<file path="config.mk">
export PLATFORM = sky130hd
export DESIGN_NAME = lo_feedback_divider
export DESIGN_NICKNAME = d
export VERILOG_FILES = /design/src/rtl/lo_div_pkg.sv /design/src/rtl/lo_div_ctrl.sv /design/src/rtl/lo_div_count.sv /design/src/rtl/lo_feedback_divider.sv
export SDC_FILE = /design/constraint.sdc
export NUM_CORES = 1
export LEC_CHECK = 0
export BUFFER_PORTS_ARGS = -buffer_cell sky130_fd_sc_hd__buf_2
export CAP_MARGIN = 20
export CELL_PAD_IN_SITES_DETAIL_PLACEMENT = 1
export CELL_PAD_IN_SITES_GLOBAL_PLACEMENT = 2
export CORE_MARGIN = 2
export CORE_UTILIZATION = 38
export CTS_CLUSTER_SIZE = 14
export DETAILED_ROUTE_END_ITERATION = 16
export PLACE_DENSITY_LB_ADDON = 0.1
export SLEW_MARGIN = 20
export SYNTH_ARGS = -nofsm -noshare
export SYNTH_HDL_FRONTEND = slang
export SYNTH_SLANG_ARGS = --single-unit
</file>
<file path="constraint.sdc">
create_clock -name clk -period 3.7 [get_ports clk]
set_input_delay 0.185 -clock clk [delete_from_list [all_inputs] [get_ports clk]]
set_output_delay 0.185 -clock clk [all_outputs]
set_load 0.01 [all_outputs]
</file>
<file path="src/rtl/lo_div_pkg.sv">
package lo_div_pkg;

  typedef enum logic [1:0] {
    MODE_NARROW    = 2'd0,
    MODE_WIDE_LO   = 2'd1,
    MODE_WIDE_HI   = 2'd2
  } divMode_e;

  // Counting strobes from control to datapath
  typedef struct packed {
    logic tickWide;
    logic tickNarrow;
  } divCmd_t;

endpackage

</file>
<file path="src/rtl/lo_div_ctrl.sv">
module lo_div_ctrl
  import lo_div_pkg::*;
#(
  parameter int WORD_W     = 16,
  parameter int NARROW_W   = 12,
  parameter int WIDE_MIN   = 272,
  parameter int NARROW_MIN = 4,
  parameter int PRE_W      = 1
) (
  input  logic                clk,
  input  logic                rst,
  input  logic                hiEdge,
  input  logic                loEdge,
  input  logic                bandSel,
  input  logic                pathSel,
  input  logic [WORD_W-1:0]   divWord,
  input  logic                terminal,
  output divCmd_t             cmd,
  output logic [WORD_W-1:0]   wideLimit,
  output logic [NARROW_W-1:0] narrowLimit,
  output logic                divErr
);

  localparam logic [WORD_W-1:0]   WIDE_FLOOR   = WORD_W'(WIDE_MIN);
  localparam logic [NARROW_W-1:0] NARROW_FLOOR = NARROW_W'(NARROW_MIN);

  divMode_e            actMode;
  divMode_e            reqMode;
  logic [WORD_W-1:0]   reqWide;
  logic [NARROW_W-1:0] reqNarrow;
  logic [NARROW_W-1:0] wordLow;
  logic                wideBad;
  logic                narrowBad;
  logic                reqBad;
  logic                preWrap;
  logic                tickSel;

  // Requested setting, decoded and clamped
  always_comb begin
    if (bandSel)      reqMode = MODE_WIDE_HI;
    else if (pathSel) reqMode = MODE_WIDE_LO;
    else              reqMode = MODE_NARROW;
    wordLow   = divWord[NARROW_W-1:0];
    wideBad   = divWord < WIDE_FLOOR;
    narrowBad = wordLow < NARROW_FLOOR;
    reqWide   = wideBad ? WIDE_FLOOR : divWord;
    reqNarrow = narrowBad ? NARROW_FLOOR : wordLow;
    reqBad    = (reqMode == MODE_NARROW) ? narrowBad : wideBad;
  end

  // Prescaler ahead of the wide counter on the high band
  generate
    if (PRE_W > 0) begin : g_pre
      logic [PRE_W-1:0] preCnt;
      assign preWrap = &preCnt;
      always_ff @(posedge clk) begin
        if (rst) begin
          preCnt <= '0;
        end else if (terminal) begin
          preCnt <= '0;
        end else if (hiEdge && actMode == MODE_WIDE_HI) begin
          preCnt <= preCnt + 1'b1;
        end
      end
    end else begin : g_nopre
      assign preWrap = 1'b1;
    end
  endgenerate

  always_comb begin
    if (actMode == MODE_WIDE_HI) tickSel = hiEdge && preWrap;
    else                         tickSel = loEdge;
    cmd.tickWide   = tickSel && (actMode != MODE_NARROW);
    cmd.tickNarrow = tickSel && (actMode == MODE_NARROW);
  end

  // Active setting: loaded under reset and at each terminal count
  always_ff @(posedge clk) begin
    if (rst) begin
      actMode     <= reqMode;
      wideLimit   <= reqWide;
      narrowLimit <= reqNarrow;
      divErr      <= 1'b0;
    end else if (terminal) begin
      actMode     <= reqMode;
      wideLimit   <= reqWide;
      narrowLimit <= reqNarrow;
      divErr      <= reqBad;
    end
  end

endmodule

</file>
<file path="src/rtl/lo_div_count.sv">
module lo_div_count
  import lo_div_pkg::*;
#(
  parameter int WORD_W   = 16,
  parameter int NARROW_W = 12
) (
  input  logic                clk,
  input  logic                rst,
  input  divCmd_t             cmd,
  input  logic [WORD_W-1:0]   wideLimit,
  input  logic [NARROW_W-1:0] narrowLimit,
  output logic                terminal,
  output logic                divStrobe
);

  logic [WORD_W-1:0]   wideCnt;
  logic [NARROW_W-1:0] narrowCnt;
  logic                wideEnd;
  logic                narrowEnd;

  assign wideEnd   = cmd.tickWide   && (wideCnt   == wideLimit   - 1'b1);
  assign narrowEnd = cmd.tickNarrow && (narrowCnt == narrowLimit - 1'b1);
  assign terminal  = wideEnd || narrowEnd;

  always_ff @(posedge clk) begin
    if (rst || terminal) begin
      wideCnt <= '0;
    end else if (cmd.tickWide) begin
      wideCnt <= wideCnt + 1'b1;
    end
  end

  always_ff @(posedge clk) begin
    if (rst || terminal) begin
      narrowCnt <= '0;
    end else if (cmd.tickNarrow) begin
      narrowCnt <= narrowCnt + 1'b1;
    end
  end

  always_ff @(posedge clk) begin
    if (rst) divStrobe <= 1'b0;
    else     divStrobe <= terminal;
  end

endmodule

</file>
<file path="src/rtl/lo_feedback_divider.sv">
module lo_feedback_divider
  import lo_div_pkg::*;
#(
  parameter int WORD_W     = 16,
  parameter int NARROW_W   = 12,
  parameter int WIDE_MIN   = 272,
  parameter int NARROW_MIN = 4,
  parameter int PRE_W      = 1
) (
  input  logic              clk,
  input  logic              rst,
  input  logic              hiEdge,
  input  logic              loEdge,
  input  logic              bandSel,
  input  logic              pathSel,
  input  logic [WORD_W-1:0] divWord,
  output logic              divStrobe,
  output logic              divErr
);

  divCmd_t             cmd;
  logic                terminal;
  logic [WORD_W-1:0]   wideLimit;
  logic [NARROW_W-1:0] narrowLimit;

  lo_div_ctrl #(
    .WORD_W(WORD_W), .NARROW_W(NARROW_W), .WIDE_MIN(WIDE_MIN),
    .NARROW_MIN(NARROW_MIN), .PRE_W(PRE_W)
  ) u_ctrl (
    .clk(clk), .rst(rst), .hiEdge(hiEdge), .loEdge(loEdge),
    .bandSel(bandSel), .pathSel(pathSel), .divWord(divWord),
    .terminal(terminal), .cmd(cmd), .wideLimit(wideLimit),
    .narrowLimit(narrowLimit), .divErr(divErr)
  );

  lo_div_count #(
    .WORD_W(WORD_W), .NARROW_W(NARROW_W)
  ) u_count (
    .clk(clk), .rst(rst), .cmd(cmd), .wideLimit(wideLimit),
    .narrowLimit(narrowLimit), .terminal(terminal), .divStrobe(divStrobe)
  );

endmodule

</file>
# Word level (Yosys, flattened, before mapping)
# Cells that the tools add are included.
# totals
mem_count	0
out_inout_bits	2
latchBits	0
ram_bits	0
ff_bits	61
romBits	0
input_bits	22
# op_classes
eq_ne	3
n_shift	0
mux	12
n_reduce_logical	13
n_mul	0
div	0
n_addsub	5
bitwise_logic	0
n_lt_le_gt_ge	2
# ops
operator	count
16-bit 2-to-1 mux	3
12-bit 2-to-1 mux	3
16-bit by 1-bit adder with 16-bit output, second input constant	1
16-bit == test	1
16-bit by 9-bit < comparator with 1-bit output, second input constant	1
16-bit by 1-bit subtractor with 16-bit output, second input constant	1
12-bit by 1-bit adder with 12-bit output, second input constant	1
12-bit == test	1
12-bit by 3-bit < comparator with 1-bit output, second input constant	1
12-bit by 1-bit subtractor with 12-bit output, second input constant	1
1-bit logical AND	6
2-bit 2-to-1 mux	3
2-bit zero test	2
2-bit nonzero test	2
1-bit 2-to-1 mux	3
2-bit == test, second input constant	1
1-bit logical OR	2
2-bit OR reduction	1
1-bit adder, second input constant	1

# Depth between registers and ports, before layout
# Gate-level depths: netlist of run 1.
# depth
word_depth	7
ltp_mapped	11
mapped_depth_nobuf	9

# Hierarchy
# Synthesis of run 1 repeated with hierarchy kept, for this count alone.
# hier_totals
cells_unflattened	357
area_unflattened_um2	3430.8
# modules_own_cells
mod	cells_per_inst	area_each_um2	seq_area_each_um2	n_inst
lo_div_count	275	2203.4	580.6	1
lo_div_ctrl	82	1227.4	940.9	1

# Worst setup path after synthesis of run 1
# No wires, ideal clock.
# synth_path
kind	register -> register
startpoint	register u_ctrl.narrowLimit[3]
endpoint	register u_ctrl.actMode[0] (enable)
setup_slack_ns	0.580
setup_ns	0.329
path_stages_with_launch	9
arrival_ns	2.791
synth_period_minus_slack_ns	3.120
t_required_ns	3.371
cell_sequence	edfxtp_1 or4_1 buf_6 or4_1 a21oi_1 o21ba_2 or4b_1 o211ai_2 buf_6
# synth_between
elab_chain_cells	5
# synth_lines
element	line_no	text
start, declared	lo_div_ctrl.sv:20	output logic [NARROW_W-1:0] narrowLimit,
start signal, assigned	lo_div_ctrl.sv:82	narrowLimit <= reqNarrow;
start signal, assigned	lo_div_ctrl.sv:87	narrowLimit <= reqNarrow;
12-bit by 1-bit subtractor with 12-bit output	lo_div_count.sv:22	assign narrowEnd = cmd.tickNarrow && (narrowCnt == narrowLimit - 1'b1);
12-bit == test	lo_div_count.sv:22	
1-bit logical AND	lo_div_count.sv:22	
1-bit logical OR	lo_div_count.sv:23	assign terminal = wideEnd || narrowEnd;
2-bit nonzero test (no line)	--	
end signal, assigned	lo_div_ctrl.sv:80	actMode <= reqMode;
end signal, assigned	lo_div_ctrl.sv:85	actMode <= reqMode;
end, declared	lo_div_ctrl.sv:27	divMode_e actMode;
# Every way passes these cells.
# A chain may end at the register's enable or synchronous reset.

# Worst setup path after layout of run 1
# layout_path
startpoint	register u_ctrl.narrowLimit[3]
endpoint	register u_ctrl.wideLimit[7] (enable)
# layout_between
elab_chain_cells	5
# layout_lines
element	line_no	text
12-bit by 1-bit subtractor with 12-bit output	lo_div_count.sv:22	
12-bit == test	lo_div_count.sv:22	
1-bit logical AND	lo_div_count.sv:22	
1-bit logical OR	lo_div_count.sv:23	
2-bit nonzero test (no line)	--	
end signal, assigned	lo_div_ctrl.sv:81	wideLimit <= reqWide;
end signal, assigned	lo_div_ctrl.sv:86	wideLimit <= reqWide;
end, declared	lo_div_ctrl.sv:19	output logic [WORD_W-1:0] wideLimit,
# Every way passes these cells.

==> metrics, run 1 <==
EDFF count, synth=30; LEAKAGE=approximately 1.4 nW; clock slew at reported path FFs=about 0.07 ns; area of the mapped netlist=3470 um2; initial core utilization=39.4%; Top Ports=24; largest net degree at the start of global routing=50; Mapped Nets=between 300 and 400; Routed wire per std cell=16.6 um; setup_tns=0 ns; Fmax=roughly 0.3 GHz; most used cell along the critical path=or4_1; Max VDD drop=0.162 mV; final setup vio count=0; worst hold start=rst; nets=412; Buffers on Ports=23; Reg2Reg Depth=7; TritonCTS Sinks=61; post-DP HPWL=~6200 um; Hold WC Path Type=in2reg; CTS Buf Count=9; DR vias=roughly 2.7k; die width=roughly 100 um; DR iter-0 viols=104; DRT Wirelength=slightly above 8000 um; Seq/Total Area, Yosys=about 44%; number of global-route vias before repair=approximately 2.7k; CP Data Required Time=3.72 ns; CP Launch Type=flip-flop; Final Critical Period=3.34 ns; GRT Util Overall=a little under a fifth; Avg Cell Area, Syn=approximately 9.3 um2; Rows=34; critical-path cell list=or4_1, or4_1, a21oi_1, o21ba_2, or4b_1, o211ai_4, buf_12; root buffer cell=clkbuf_8; GRT overflow=0; slew of the pin with the lowest slew margin=0.804 ns; via-per-instance ratio=5.42; worst reg2reg endpoint=u_ctrl.wideLimit[7]; met3 wire length=between 200 and 250 um; met2 routed WL=3510 um; CTS Buffer Depth=2; post-cts hold buffer count=0; Final Worst Setup Slack=0.356 ns; fraction of layout instances using a drive strength above 1=between 10% and 20%; Netlist cell types=between 50 and 60; DRC=0; WHS Endpoint=u_ctrl.divErr; final hold vios=0; Max-Cap Viols=0; status=completed; core area=just under 9000 um2; Die H=~100 um; antenna violations before repair=0; Critical Setup Path Class=reg2reg; met1 WL=about 4400 um; diode count=0; worst hold path depth=2; Syn Inst Count=372; Synth Flop Type=dfxtp_1; crit end category=flip-flop; Tcrit/Tclk final=between 90% and 100%; reg2reg start=u_ctrl.narrowLimit[3]; antenna viol nets, final=0; post-cts repair resize count=0; pwr dens=a little over 400 nW/um2; crit path DAT=around 3.4 ns; Max Slew Vio Count=0; RSZ-0062 raised after global routing=false; Worst Skew=around 0.0092 ns; Syn-to-layout area delta=11.5%; Top Layer Used=met4; asr flop ratio synth=0%; global placer's final weighted congestion=approximately 0.76; r2r setup slk=0.36 ns; CTS tree=yes; H-tree depth=3; CP max stage cell=or4_1; Crit path largest cell delay=around 0.73 ns; Warnings, synthesis=0; Critical Path Fanout Max=about 50; Clk Latency, worst-skew pair=0.34 ns; first-pass GRT wire length=around 14000 um; Max-slew headroom=a little under half; synthesized flop and latch total=61; number of setup buffers added after CTS=0; 1st-pass router iterations=4; die area=9920 um2; post-place setup slack=about 0.38 ns
per-stage QoR:
stage	total power, mW	std cells	hold slack (ns)	util, %	area (um2)
floorplan	0.895	372	0.264	-	3470
global placement	0.943	483	0.382	41.5	3660
detailed placement	0.947	483	0.380	41.5	3660
CTS	1.61	499	0.0195	44.0	3870
global route	1.66	499	0.0320	44.0	3870
finish	1.59	499	0.0354	44.0	3870
cell usage after synthesis (3+ instances only):
cell	number	area share (%)
o31ai_1	6	1.3
or2_2	3	0.54
nor3_1	11	1.6
clkbuf_1	21	2.3
nor3b_1	3	0.65
nor4_1	7	1.3
and3_1	8	1.4
edfxtp_1	30	26
xor2_1	27	6.8
nand2b_1	6	1.1
a21oi_1	8	1.2
a211oi_1	3	0.65
a31oi_1	3	0.54
nand3_1	16	2.3
nand4_1	9	1.6
buf_6	4	1.3
inv_1	8	0.86
a21o_1	4	0.86
nand2_1	20	2.2
and2_1	10	1.8
ha_1	4	1.4
dfxtp_1	31	18
nor2_1	48	5.2
nor4b_1	3	0.76
nor2b_1	5	0.90
xnor2_1	31	7.8
o21ai_0	5	0.72
or4_1	5	1.1
routing by layer:
layer  vias up  GRT usage, %
met2        51          26.0
li1       1342             -
met1      1299          26.9
met3        14          2.95
met4         0          7.59
met5         -             0
worst max path at each step:
stage,startpoint,endpoint,slack [ns],cells past startpoint
finish,u_ctrl.narrowLimit[3],u_ctrl.wideLimit[7],0.36,7
global route,u_ctrl.narrowLimit[3],u_ctrl.wideLimit[7],0.18,7
CTS,u_ctrl.narrowLimit[3],u_ctrl.actMode[1],0.34,7
detailed placement,u_ctrl.narrowLimit[3],u_ctrl.wideLimit[3],0.38,7
global placement,u_ctrl.narrowLimit[3],u_ctrl.actMode[1],0.42,7
floorplan,u_ctrl.narrowLimit[3],u_ctrl.actMode[0],0.58,8
kinds of logic (layout without fill, tap and decap cells):
kind of cell    after synthesis  in the layout  share of synthesized area (%)
compound gates               45             45                           9.22
xor+xnor                     58             58                           14.6
buf+inv                      33             52                           4.43
fa+ha+maj                     4              4                           1.44
flops                        61             61                           43.8
simple gates                169            169                           25.9
mux                           2              2                          0.576
layout make-up:
| type | instances | area (um2) |
|---|---|---|
| Timing Repair Buffer | 28 | 165 |
| Tap cell | 108 | 135 |
| Multi-Input combinational cell | 278 | 1810 |
| Inverter | 8 | 30.0 |
| Clock buffer | 11 | 141 |
| Clock inverter | 5 | 73.8 |
| Sequential cell | 61 | 1520 |
| Fill cell | 1005 | 4930 |
cell usage in the layout, fill, tap and decap left out, drive strengths merged, types with 8 or more instances in the layout:
| cell | Yosys | routed |
|---|---|---|
| inv | 8 | 8 |
| a21oi | 8 | 8 |
| and3 | 8 | 8 |
| buf | 4 | 28 |
| clkbuf | 21 | 11 |
| xor2 | 27 | 27 |
| dfxtp | 31 | 31 |
| nand3 | 16 | 16 |
| edfxtp | 30 | 30 |
| and2 | 10 | 10 |
| xnor2 | 31 | 31 |
| nand2 | 20 | 20 |
| nor3 | 11 | 11 |
| nor2 | 51 | 51 |
| nand4 | 9 | 9 |
power breakdown:
group | internal, mW | switching [mW] | total (mW)
registers | 0.743 | 0.0386 | 0.782
logic | 0.0674 | 0.0822 | 0.150
clock network | 0.393 | 0.264 | 0.657
worst max-delay path, delay by kind of cell (launching register included):
kind	cells	cell delay, ns
flops	1	0.48
buf+inv	1	0.28
compound gates	3	0.47
simple gates	3	1.77
state kept, by name (all words and copies together) (netlist names):
| name | cells |
|---|---|
| u_ctrl.divErr | 1 |
| u_ctrl.g_pre.preCnt | 1 |
| u_ctrl.narrowLimit | 12 |
| u_count.wideCnt | 16 |
| u_count.narrowCnt | 12 |
| u_ctrl.actMode | 2 |
| u_ctrl.wideLimit | 16 |
| u_count.divStrobe | 1 |
Power figures use the tool's default switching activity.
==> inputs of run 2 (changes only) <==
--- a/config.mk
+++ b/config.mk
@@ -10,11 +10,13 @@
 export CELL_PAD_IN_SITES_DETAIL_PLACEMENT = 1
 export CELL_PAD_IN_SITES_GLOBAL_PLACEMENT = 2
 export CORE_MARGIN = 2
-export CORE_UTILIZATION = 38
+export CORE_UTILIZATION = 39
 export CTS_CLUSTER_SIZE = 14
 export DETAILED_ROUTE_END_ITERATION = 16
+export GPL_ROUTABILITY_DRIVEN = 0
 export PLACE_DENSITY_LB_ADDON = 0.1
 export SLEW_MARGIN = 20
 export SYNTH_ARGS = -nofsm -noshare
 export SYNTH_HDL_FRONTEND = slang
+export SYNTH_HIERARCHICAL = 1
 export SYNTH_SLANG_ARGS = --single-unit
==> run 2 against run 1 <==
  * Register-to-register slack better by 0.08 ns
  * Die area is 3.6% lower
  * Critical path type unchanged
  * Critical endpoint is now u_ctrl/narrowLimit[1]
  * Largest power group unchanged
  * Final area is 2.3% lower
  * Via count is 3.2% lower
  * Routed wire length is 0.72% lower
  * Sequential share of layout area is 0.92 points higher
  * Clock power is 3.0% lower
  * Combinational power is 3% lower
  * First-iteration DRC count is 7.7% lower
  * Hold slack better by 0.0085 ns
  * Synthesized cell count is 4.0% lower
  * Critical path depth is 3 higher
==> metrics, run 2 <==
Syn Inst Count=357 (-4.0%); Top Ports=24 (unchanged); EDFF count, synth=30 (unchanged); biggest regs=u_count/wideCnt x16, u_ctrl/wideLimit x16; switching share of power=24.2% (+0.033 points); number of setup buffers added after CTS=0 (unchanged); TritonCTS Sinks=61 (unchanged); Crit path largest cell delay=0.46 ns (-0.27 ns); area of the multi-input gates=1730 um2 (-4.4%); Mapped Nets=383 (-3.8%); via-per-instance ratio=5.48 (+1.0%); Avg Cell Area, Syn=9.61 um2 (+2.9%); die area=9560 um2 (-3.6%); Max-Cap Viols=0 (unchanged); CP bufs+invs=2 (+1); Critical Setup Path Class=reg2reg; post-place setup slack=0.428 ns (+0.0531 ns); reg2reg start=u_ctrl/narrowLimit[0]; Critical Path Fanout Max=21 (-57%); CP max stage cell=edfxtp_1; antenna violations before repair=0 (unchanged); setup_tns=0 ns (unchanged); fraction of layout instances using a drive strength above 1=15.4% (+2.1 points); Die H=97.8 um (-1.8%); CP Launch Type=flip-flop; number of global-route vias before repair=2676 (-2.3%); DRT Wirelength=8240 um (-0.72%); antenna viol nets, final=0 (unchanged); GRT Util Overall=18.5% (+0.35 points); DR iter-0 viols=96 (-7.7%); Critical Path Start=u_ctrl/narrowLimit[0]; worst hold path depth=1 (-1); Buffers on Ports=23 (unchanged); count leader, synth=nor3_1; filler instances=989 (-1.6%); RSZ-0062 raised after global routing=false; area of the mapped netlist=3430 um2 (-1.2%); Reg2Reg Depth=10 (+3); Netlist cell types=52 (+2.0%); Yosys top cell area share=26.3% (+0.32 points); flip-flop and latch area=1520 um2 (unchanged); most used cell along the critical path=nand4_1; LEAKAGE=1.29 nW (-5.2%); Tcrit/Tclk final=88.3% (-2.1 points); r2r setup slk=0.43 ns (+0.08 ns); Flop pwr share=49.9% (+0.7 points); final hold vios=0 (unchanged); synthesized flop and latch total=61 (unchanged); clock power share=40.8% (-0.6 points); most frequent cells in the layout=nor3_1, dfxtp_1, xnor2_1, edfxtp_1, xor2_1; Max VDD drop=0.204 mV (+26%); CTS Buffer Depth=2 (unchanged); final setup vio count=0 (unchanged); Routed wire per std cell=17.2 um (+3.6%); Commonest cells post-synth=nor3_1, dfxtp_1, edfxtp_1, xnor2_1; nets=391 (-5.1%); commonest non-fill, non-tap cell in the layout=nor3_1; CP Data Required Time=3.71 ns (about the same); largest net degree at the start of global routing=32 (-36%); diode count=0 (unchanged); worst reg2reg endpoint=u_ctrl/narrowLimit[1]; CTS tree=yes; sw power=0.378 mW (-1.5%); slew of the pin with the lowest slew margin=0.739 ns (-0.0654 ns); pwr dens=413 nW/um2 (+0.62%); CTS Buf Count=9 (unchanged); root buffer cell=clkbuf_8; H-tree depth=3 (unchanged); Warnings, synthesis=6 (+6); Synth Flop Type=dfxtp_1; Final Critical Period=3.27 ns (-0.0782 ns); Clk Latency, worst-skew pair=0.34 ns (about the same); Syn-to-layout area delta=10.3%; Pint=1.18 mW (-1.7%); Comb power frac=9.3% (about the same); crit path DAT=3.28 ns (-0.08 ns); first-pass GRT wire length=14000 um (+0.20%); Design Area, Final=3780 um2 (-2.3%); crit end category=flip-flop; clock slew at reported path FFs=0.07 ns (about the same); Fmax=0.306 GHz (+2.4%); post-cts hold buffer count=0 (unchanged); Seq/Total Area, Yosys=44.3% (+0.54 points); CP endpoint=u_ctrl/narrowLimit[1]; DRC=0 (unchanged); 1st-pass router iterations=4 (unchanged); largest cells by area after synthesis=edfxtp_1, dfxtp_1, xnor2_1, xor2_1, nor3_1; status=completed; critical-path cell list=inv_1, ha_1, nor2b_1, nand4_1, xnor2_1, nor3_1, nand4_1, o32ai_4, or2_2, buf_4; core area=8640 um2 (-1.9%); initial core utilization=39.7% (+0.28 points); post-DP HPWL=6140 um (-1.5%); Max Slew Vio Count=0 (unchanged); Post-Place Cell Area=3580 um2 (-2.2%); post-cts repair resize count=0 (unchanged); die width=97.8 um (-1.8%); asr flop ratio synth=0% (unchanged); GRT overflow=0 (unchanged); Final Worst Setup Slack=0.434 ns (+0.0782 ns); Worst path top cell family by delay=simple AND/OR/NAND/NOR gates; Synth area leader=edfxtp_1; Max-slew headroom=50.3% (+4.3 points); DR vias=2619 (-3.2%); Hold WC Path Type=in2reg; Rows=34 (unchanged); Worst Skew=0.0112 ns (+0.00194 ns); WP depth=10 (+3)
==> run 2: final cells by class <==
cell class              count  share of cell area, %
well taps                 108                   3.57
flip-flops and latches     61                   40.2
multi-input cells         254                   45.6
repair buffers             28                   4.03
clock buffers              11                   3.47
clock inverters             5                   2.02
inverters                  11                   1.09
==> run 2: worst min-delay path by stage <==
stage | from | endpoint | slack [ns]
floorplan | rst | u_ctrl/divErr | 0.26
global placement | divWord[15] | u_ctrl/wideLimit[15] | 0.38
detailed placement | divWord[15] | u_ctrl/wideLimit[15] | 0.38
CTS | divWord[15] | u_ctrl/wideLimit[15] | 0.03
global route | divWord[15] | u_ctrl/wideLimit[15] | 0.04
finish | divWord[15] | u_ctrl/wideLimit[15] | 0.04
==> run 2: kinds of logic (layout without fill, tap and decap cells) <==
family	after synthesis	in the layout	share of synthesized area (%)
simple gates	151	151	25.1
flops	61	61	44.3
fa+ha+maj	4	4	1.46
buf+inv	42	55	5.65
mux	4	4	1.17
compound gates	39	39	7.95
xor+xnor	56	56	14.3
==> run 2: power by group through the flow <==
stage / Clock (mW) / Sequential [mW] / Combinational (mW)
5_1_grt: 0.686 / 0.785 / 0.162
4_1_cts: 0.661 / 0.780 / 0.146
6_report: 0.637 / 0.780 / 0.145
2_1_floorplan: 0 / 0.782 / 0.107
3_3_place_gp: 0 / 0.795 / 0.143
3_5_place_dp: 0 / 0.796 / 0.145
==> run 2: per-stage QoR <==
step	cells	utilization, %	power (mW)	hold WS [ns]
floorplan	357	-	0.889	0.257
global placement	462	41.4	0.937	0.384
detailed placement	462	41.4	0.941	0.382
CTS	478	43.8	1.59	0.0263
global route	478	43.8	1.63	0.0352
finish	478	43.8	1.56	0.0439
==> run 2: per-layer routing <==
metal / routed length, um / track usage (%) / up-vias / part of all wire, %
met5: 0 / 0 / - / 0
met4: 93 / 5.24 / 0 / 1.1
met3: 350 / 3.79 / 8 / 4.2
met2: 3670 / 28.1 / 51 / 45
met1: 4120 / 26.8 / 1266 / 50
li1: - / - / 1294 / -
==> inputs of run 3 (changes only) <==
--- a/config.mk
+++ b/config.mk
@@ -14,7 +14,7 @@
 export CTS_CLUSTER_SIZE = 14
 export DETAILED_ROUTE_END_ITERATION = 16
 export GPL_ROUTABILITY_DRIVEN = 0
-export PLACE_DENSITY_LB_ADDON = 0.1
+export PLACE_DENSITY_LB_ADDON = 0.2
 export SLEW_MARGIN = 20
 export SYNTH_ARGS = -nofsm -noshare
 export SYNTH_HDL_FRONTEND = slang
==> run 3 against run 2 <==
  * Clock power increased by 11%
  * Final cell count is 0.21% lower
  * Routed wire length shrank 0.58%
  * Hold slack worse by 0.0040 ns
  * Critical path depth shrank 1
  * Clock skew grew 0.0023 ns
  * Setup slack got worse by 0.061 ns
  * Flip-flop and latch count unchanged
  * Critical endpoint is now u_ctrl/narrowLimit[9]
  * Largest cell class unchanged
  * Highest routed layer unchanged
==> metrics, run 3 (synthesis results as in run 2) <==
core area=8640 um2 (unchanged); Die H=97.8 um (unchanged); number of setup buffers added after CTS=0 (unchanged); die width=97.8 um (unchanged); Critical Path Fanout Max=31 (+48%); RSZ-0062 raised after global routing=false; DR iter-0 viols=60 (-38%); antenna violations before repair=0 (unchanged); crit path DAT=3.29 ns (about the same); fraction of layout instances using a drive strength above 1=16.0% (+0.58 points); Final Critical Period=3.33 ns (+0.0611 ns); post-DP HPWL=6050 um (-1.6%); flip-flop and latch area=1520 um2 (unchanged); root buffer cell=clkbuf_8; Syn-to-layout area delta=11.1%; Tcrit/Tclk final=89.9% (+1.7 points); Worst Skew=0.0135 ns (+0.00229 ns); Critical Setup Path Class=reg2reg; largest net degree at the start of global routing=32 (unchanged); final setup vio count=0 (unchanged); Reg2Reg Depth=9 (-1); Max VDD drop=0.179 mV (-12%); via-per-instance ratio=5.50 (+0.32%); most frequent cells in the layout=nor3_1, dfxtp_1, xnor2_1, edfxtp_1, xor2_1; filler instances=988 (-0.10%); r2r setup slk=0.37 ns (-0.06 ns); Fmax=0.301 GHz (-1.8%); Rows=34 (unchanged); WHS Endpoint=u_ctrl/actMode[1]; final hold vios=0 (unchanged); clock slew at reported path FFs=0.08 ns (about the same); 1st-pass router iterations=4 (unchanged); Top Ports=24 (unchanged); total power=1.63 mW (+4.5%); pwr dens=428 nW/um2 (+3.7%); LEAKAGE=1.30 nW (+0.93%); diode count=0 (unchanged); status=completed; CTS tree=yes; worst hold start=bandSel; die area=9560 um2 (unchanged); Buffers on Ports=23 (unchanged); Clk Latency, worst-skew pair=0.34 ns (about the same); worst hold path depth=1 (unchanged); GRT Util Overall=18.3% (-0.14 points); area of the multi-input gates=1730 um2 (unchanged); first-pass GRT wire length=13800 um (-1.5%); Routed wire per std cell=17.2 um (-0.37%); DR vias=2622 (+0.11%); biggest regs=u_count/wideCnt x16, u_ctrl/wideLimit x16; worst reg2reg endpoint=u_ctrl/narrowLimit[9]; crit end category=flip-flop; DRC=0 (unchanged); post-cts repair resize count=0 (unchanged); Hold WC Path Type=in2reg; Max-Cap Viols=0 (unchanged); CP Launch Type=flip-flop; slew of the pin with the lowest slew margin=0.740 ns (+0.00102 ns); Max Slew Vio Count=0 (unchanged); post-cts hold buffer count=0 (unchanged); CTS Buffer Depth=2 (unchanged); commonest non-fill, non-tap cell in the layout=nor3_1; TritonCTS Sinks=61 (unchanged); CP Data Required Time=3.66 ns (-0.05 ns); antenna viol nets, final=0 (unchanged); initial core utilization=39.7% (unchanged); setup_tns=0 ns (unchanged); DRT Wirelength=8190 um (-0.58%); nets=390 (-0.26%); CTS Buf Count=9 (unchanged); reg2reg start=u_ctrl/narrowLimit[0]; GRT overflow=0 (unchanged); H-tree depth=3 (unchanged); Max-slew headroom=50.7% (+0.39 points); number of global-route vias before repair=2684 (+0.30%)
-- run 3: changes by cell type in the layout (fill, tap and decap cells not counted), sizes merged --
cell / previous run / this run
buf: 28 / 27
clkbuf: 11 / 10
clkinv: 2 / 3
-- run 3: worst max-delay path by stage --
stage | startpoint | to | slack, ns
after floorplan | u_ctrl/narrowLimit[0] | u_ctrl/actMode[0] | 0.63
after global placement | u_ctrl/narrowLimit[0] | u_ctrl/actMode[1] | 0.55
after detailed placement | u_ctrl/narrowLimit[0] | u_ctrl/actMode[1] | 0.39
after CTS | u_ctrl/narrowLimit[0] | u_ctrl/narrowLimit[9] | 0.36
after global routing | u_ctrl/wideLimit[0] | u_ctrl/narrowLimit[9] | 0.03
final | u_ctrl/narrowLimit[0] | u_ctrl/narrowLimit[9] | 0.37
-- run 3: final cells by class --
cell class	instances	area share (%)
inverters	11	1.08
well taps	108	3.54
clock inverters	6	2.46
clock buffers	10	3.91
repair buffers	27	3.81
flip-flops and latches	61	39.9
multi-input cells	254	45.3
-- run 3: routing by layer --
layer / GRT usage, % / vias to the layer above / wire [um] / part of all wire [%]
li1: - / 1291 / - / -
met1: 26.3 / 1267 / 4140 / 51
met2: 27.6 / 52 / 3570 / 44
met3: 3.01 / 12 / 316 / 3.9
met4: 7.48 / 0 / 163 / 2.0
met5: 0 / - / 0 / 0
-- run 3: power by group --
group	leakage, nW	switching (mW)	internal, mW
sequential	0.544	0.0364	0.743
clock	0.118	0.285	0.423
combinational	0.638	0.0810	0.0633
total	1.30	0.402	1.23
-- run 3: worst max-delay path, stage by stage (launching register included) --
cell      delay, ns
edfxtp_1       0.44
inv_1          0.09
ha_1           0.24
nor2b_1        0.52
nand4_1        0.19
xnor2_1        0.16
nor3_1         0.19
nand4_1        0.17
o32ai_4        0.29
or2_2          0.64
-- run 3: through the flow --
step           instances  setup slack (ns)  hold slack (ns)  utilization (%)  area, um2
4_1_cts              477             0.359           0.0218             44.1       3810
6_report             477             0.373           0.0399             44.1       3810
3_5_place_dp         461             0.386            0.381             41.3       3570
3_3_place_gp         461             0.551            0.386             41.3       3570
5_1_grt              477            0.0251           0.0240             44.1       3810
2_1_floorplan        357             0.632            0.257                -       3430
